$ cat src/rtl/ingress_window_xlate.sv
module ingress_window_xlate #(
  parameter int NWIN  = 8,
  parameter int AW    = 32,
  parameter int MACW  = 2,
  parameter int ASIDW = 4,
  parameter int CW    = 4,
  parameter int PGB   = 12
) (
  input  logic                    clk,
  input  logic                    rst_n,
  input  logic                    cfg_we,
  input  logic [$clog2(NWIN)-1:0] cfg_idx,
  input  logic                    cfg_en,
  input  logic [MACW-1:0]         cfg_mac,
  input  logic [AW-1:0]           cfg_base,
  input  logic [AW-1:0]           cfg_len,
  input  logic [AW-1:0]           cfg_tgt,
  input  logic [1:0]              cfg_order,
  input  logic [ASIDW-1:0]        cfg_asid,
  output logic                    cfg_err,
  input  logic                    req_valid,
  output logic                    req_ready,
  input  logic [AW-1:0]           req_addr,
  input  logic                    req_write,
  input  logic                    req_relaxed,
  input  logic [MACW-1:0]         req_mac,
  input  logic                    wc_valid,
  input  logic [$clog2(NWIN)-1:0] wc_win,
  output logic                    out_valid,
  output logic                    out_miss,
  output logic [AW-1:0]           out_addr,
  output logic [ASIDW-1:0]        out_asid,
  output logic [$clog2(NWIN)-1:0] out_win,
  output logic                    out_write
);
  localparam int IW = $clog2(NWIN);
  localparam logic [1:0] ORD_UNORD = 2'd0;
  localparam logic [1:0] ORD_OBEY  = 2'd2;

  logic [NWIN-1:0]             w_en;
  logic [NWIN-1:0][MACW-1:0]   w_mac;
  logic [NWIN-1:0][AW-1:0]     w_base, w_len, w_tgt;
  logic [NWIN-1:0][1:0]        w_ord;
  logic [NWIN-1:0][ASIDW-1:0]  w_asid;
  logic [NWIN-1:0][CW-1:0]     cnt;
  logic [NWIN-1:0]             hitv;

  logic          hit, busy, full, must_wait, accept, cfg_bad;
  logic [IW-1:0] sel;

  assign cfg_bad = cfg_en && ((|cfg_base[PGB-1:0]) || (|cfg_len[PGB-1:0]) || cfg_len == '0);

  genvar gi;
  generate
    for (gi = 0; gi < NWIN; gi++) begin : g_win
      logic [AW-1:0] off;
      logic          inc, dec;
      assign off = req_addr - w_base[gi];
      assign hitv[gi] = w_en[gi] && (w_mac[gi] == req_mac) &&
                        (req_addr >= w_base[gi]) && (off < w_len[gi]);
      assign inc = accept && hit && req_write && (sel == IW'(gi));
      assign dec = wc_valid && (wc_win == IW'(gi)) && (cnt[gi] != '0);

      always_ff @(posedge clk) begin
        if (!rst_n) begin
          w_en[gi]   <= 1'b0;
          w_mac[gi]  <= '0;
          w_base[gi] <= '0;
          w_len[gi]  <= '0;
          w_tgt[gi]  <= '0;
          w_ord[gi]  <= '0;
          w_asid[gi] <= '0;
          cnt[gi]    <= '0;
        end else begin
          if (cfg_we && cfg_idx == IW'(gi) && !cfg_bad) begin
            w_en[gi]   <= cfg_en;
            w_mac[gi]  <= cfg_mac;
            w_base[gi] <= cfg_base;
            w_len[gi]  <= cfg_len;
            w_tgt[gi]  <= cfg_tgt;
            w_ord[gi]  <= cfg_order;
            w_asid[gi] <= cfg_asid;
          end
          if (inc && !dec)      cnt[gi] <= cnt[gi] + 1'b1;
          else if (dec && !inc) cnt[gi] <= cnt[gi] - 1'b1;
        end
      end
    end
  endgenerate

  always_comb begin
    hit = 1'b0;
    sel = '0;
    for (int i = NWIN - 1; i >= 0; i--) begin
      if (hitv[i]) begin
        hit = 1'b1;
        sel = IW'(i);
      end
    end
  end

  assign busy = cnt[sel] != '0;
  assign full = &cnt[sel];

  always_comb begin
    case (w_ord[sel])
      ORD_UNORD: must_wait = busy && !req_write;
      ORD_OBEY:  must_wait = busy && !(req_write && req_relaxed);
      default:   must_wait = busy;
    endcase
    if (req_write && full) must_wait = 1'b1;
  end

  assign req_ready = !(hit && must_wait);
  assign accept    = req_valid && req_ready;

  always_ff @(posedge clk) begin
    if (!rst_n) begin
      cfg_err   <= 1'b0;
      out_valid <= 1'b0;
      out_miss  <= 1'b0;
      out_addr  <= '0;
      out_asid  <= '0;
      out_win   <= '0;
      out_write <= 1'b0;
    end else begin
      if (cfg_we && cfg_bad) cfg_err <= 1'b1;
      out_valid <= accept && hit;
      out_miss  <= accept && !hit;
      if (accept && hit) begin
        out_addr  <= w_tgt[sel] + (req_addr - w_base[sel]);
        out_asid  <= w_asid[sel];
        out_win   <= sel;
        out_write <= req_write;
      end
    end
  end
endmodule

$ cat config.mk
export PLATFORM = sky130hd
export DESIGN_NAME = ingress_window_xlate
export DESIGN_NICKNAME = d
export VERILOG_FILES = /design/src/rtl/ingress_window_xlate.sv
export SDC_FILE = /design/constraint.sdc
export NUM_CORES = 2
export LEC_CHECK = 0
export BUFFER_PORTS_ARGS = -buffer_cell sky130_fd_sc_hd__buf_2
export CAP_MARGIN = 10
export CORE_MARGIN = 8
export CORE_UTILIZATION = 30
export DETAILED_ROUTE_END_ITERATION = 10
export PLACE_DENSITY = 0.5
export SETUP_SLACK_MARGIN = 0.2
export SYNTH_ARGS = -nofsm -noshare
export SYNTH_HDL_FRONTEND = slang
export SYNTH_SLANG_ARGS = --single-unit
$ cat constraint.sdc
create_clock -name clk -period 18.8 [get_ports clk]
set_input_delay 0.94 -clock clk [delete_from_list [all_inputs] [get_ports clk]]
set_output_delay 0.94 -clock clk [all_outputs]
set_load 0.005 [all_outputs]
==> impl_results.md <==
- Largest area contributor in the synthesized netlist: sky130_fd_sc_hd__dfxtp_1
- Overall die area: 0.212 mm2
- Gate count of the mapped netlist: roughly 8200
- Wire length of the first global-routing pass: ~370 mm
- Proportion of register bits with asynchronous set or reset after synthesis: 0
- CTS-repair resized insts: 0
- Pin count of the biggest net entering global routing: about 210
- TritonRoute pass-1 iters: 6
- CTS tree: done
- Most common cell after layout, fill and taps aside: sky130_fd_sc_hd__nand2_1
- Critical path data required time: 19510 ps
- Final cycle utilization of the critical path: 0.748
- Floorplan die width: ~460 um
- Final wirelength: 254 mm
- Final setup violation count: 0
- Growth of design area from synthesis to finish: 11.1%
- Cell Pwr Density: 78.1 mW/mm2
- CORE AREA: 0.197 mm2
- DP Cell Count: around 11000
- Main flop type after synthesis: sky130_fd_sc_hd__dfxtp_1
- Most frequent cell on the critical path: sky130_fd_sc_hd__o21ai_0
- Worst path max stage delay: about 750 ps
- Number of antenna violations at the first check in global routing: 37
- Total chip power: between 5 and 6 mW
- DPL Wire Length: 176 mm
- Largest buffer count on any clock path: 3
- Final Critical Period: between 10000 and 15000 ps
- Hold buffers post-CTS: 0
- Clock Tree Root: sky130_fd_sc_hd__clkbuf_16
- Number of DRC violations after detailed routing: 0
- Post-synthesis instance area: 0.0594 mm2
- Worst path arrival time: 14780 ps
- Type of origin of the critical path: primary input
- Total count of hold-check failures in the final report: 0
- Net Count, Synth: about 9000
- Result of the run: finished clean
- Clock slew seen by the registers of the worst setup and hold paths: 70 ps
- Number of vias after detailed routing: about 57000
- Yosys synthesis warning count: 0
- Crit path kind: in2reg
- Largest fanout on the critical path: 98
- Unrepaired setup endpoints after global routing: false
- Global Route Usage Sum: 0.229
- Post-CTS setup buffer count: 0
- Share of Yosys cell area claimed by the top area cell type: 0.309
- Post-Route Setup TNS: 0 ps
- Leakage power: 23.3 nW
- Kind of end point of the critical path: register
- Average vias per placed instance: 5.29
- Max-cap violations: 0
- Worst min-delay path category: in2reg
- Routed len/inst: 23.4 um
- Residual overflow from global routing: 0
- Peak ir drop on the vdd network: 0.0000741 V
- Fraction of layout cells with a size suffix above 1: 0.0609
- Max Clock Skew: 68.4 ps
- Worst rel slew slack: 0.104
- Initial core utilization: 0.301
- Number of storage elements in the synthesis netlist: 915
- TritonCTS Buffers: 111
- Routability cong.: between 0.9 and 1
- Clock sink count: 915
- Max-slew violation count: 0
- Insertion delay of the later-clocked pin in the worst-skew pair: 800 ps
- Top cells by area, synth: sky130_fd_sc_hd__dfxtp_1 (31%), sky130_fd_sc_hd__nand2_1 (14%), sky130_fd_sc_hd__ha_1 (12%)
- Slowest library cell on the worst path: sky130_fd_sc_hd__o311ai_0
- Number of synthesized flops with an enable pin: 0
- Via count of the first global-routing pass: 53900
- Setup WS pre-CTS: 4010 ps
- Htree depth: 3
- Post-synthesis area per instance: 7.20 um2
- Sequential-to-total area share from yosys stat: 0.309
- I/O pins: ~200
- Most frequent cells in the layout: sky130_fd_sc_hd__nand2_1 (2220), sky130_fd_sc_hd__a21oi_1 (1186), sky130_fd_sc_hd__dfxtp_1 (915)
- Number of unique standard cell types used by synthesis: 95
- Height of the die: 461 um
- Transition at the pin with the smallest max-transition slack: 1330 ps
- Net count, final: 8860
- Final instance count without filler cells: 10800
- Number of rows created at floorplan: 163
- # port buffers: 195
- Antenna violation net count after detailed routing: 0
- Worst setup slack after layout: 4730 ps
- Initial DRC count: 5295
- Highest achievable clock rate: 71.1 MHz
## report_power, final
group / total (mW) / internal, mW / switching, mW / leakage (nW)
sequential: 1.98 / 1.96 / 0.0143 / 7.38
clock: 2.31 / 1.35 / 0.960 / 1.87
combinational: 0.868 / 0.302 / 0.567 / 14.0
total: 5.15 / 3.61 / 1.54 / 23.3
## worst paths after layout
kind,end,slack [ps],depth (start not counted),startpoint
min,out_miss,390,3,req_valid
max reg2reg,out_addr[31],4820,47,w_base[161]
max,out_addr[31],4730,47,req_addr[1]
min reg2reg,w_tgt[220],450,2,w_tgt[220]
## cells by family (layout without fill, tap and decap cells)
| family | Yosys count | in the layout | share of synthesized area |
|---|---|---|---|
| AND/OR/NAND/NOR | 3165 | 3165 | 0.222 |
| flip-flops | 915 | 915 | 0.309 |
| multiplexers | 98 | 98 | 0.0167 |
| AO/OA/AOI/OAI | 2062 | 2062 | 0.203 |
| other | 0 | 14 | 0 |
| XOR/XNOR | 268 | 268 | 0.0395 |
| adder cells (fa/ha/maj) | 607 | 607 | 0.134 |
| buffers and inverters | 1130 | 1076 | 0.0766 |
## layout make-up
class,count,area [um2]
Antenna cell,14,35.0
Clock buffer,151,3100
Clock inverter,52,728
Fill cell,21200,131000
Inverter,619,2330
Multi-Input combinational cell,6200,36700
Sequential cell,915,18300
Tap cell,2640,3300
Timing Repair Buffer,254,1510
## registers in the layout, summed over array words and instances (netlist names), 4 cells and up
register  flops
w_base      256
w_ord        16
w_tgt       256
w_mac        16
w_len       256
cnt          32
w_asid       32
w_en          8
out_addr     32
out_asid      4
## worst max-delay path: cells and delay by family
kind / cells / cell delay [ps]
compound gates: 31 / 9900
xor+xnor: 2 / 220
fa+ha+maj: 4 / 1190
simple gates: 7 / 1340
buf+inv: 3 / 1020
## through the flow
stage	hold slack, ps	utilization	cell area, um2
after floorplan	432	-	59400
after global placement	439	0.315	62100
after detailed placement	446	0.315	62100
after CTS	326	0.335	65900
after global routing	376	0.335	66000
final	387	0.335	66000
## per-layer routing
| metal | vias to the layer above | global-route usage | wire [um] |
|---|---|---|---|
| met5 | - | 0 | 145 |
| met4 | 24 | 0.0861 | 10700 |
| met3 | 448 | 0.0373 | 17400 |
| met2 | 1927 | 0.377 | 116000 |
| met1 | 27500 | 0.302 | 109000 |
| li1 | 27500 | - | - |
## synth_stat cells (all sizes together) (10+ instances only)
| library cell | instances |
|---|---|
| nand2 | 2221 |
| a21oi | 1187 |
| dfxtp | 915 |
| inv | 618 |
| ha | 560 |
| clkbuf | 404 |
| nor2 | 364 |
| o21ai | 266 |
| xnor2 | 200 |
| nand3 | 172 |
| a21o | 117 |
| buf | 107 |
| o211ai | 95 |
| mux2i | 94 |
| a211oi | 81 |
| nor3 | 76 |
| xor2 | 68 |
| nand4 | 63 |
| a31oi | 59 |
| o21a | 54 |
| fa | 47 |
| nor2b | 41 |
| and3 | 39 |
| or3 | 33 |
| nand2b | 30 |
| o21bai | 30 |
| a21boi | 27 |
| nor4 | 27 |
| and2 | 21 |
| and4 | 19 |
| a2111oi | 15 |
| or2 | 15 |
| o31ai | 14 |
| a211o | 13 |
| a221oi | 12 |
| o2111ai | 10 |
(Power assumes the default switching activity.)
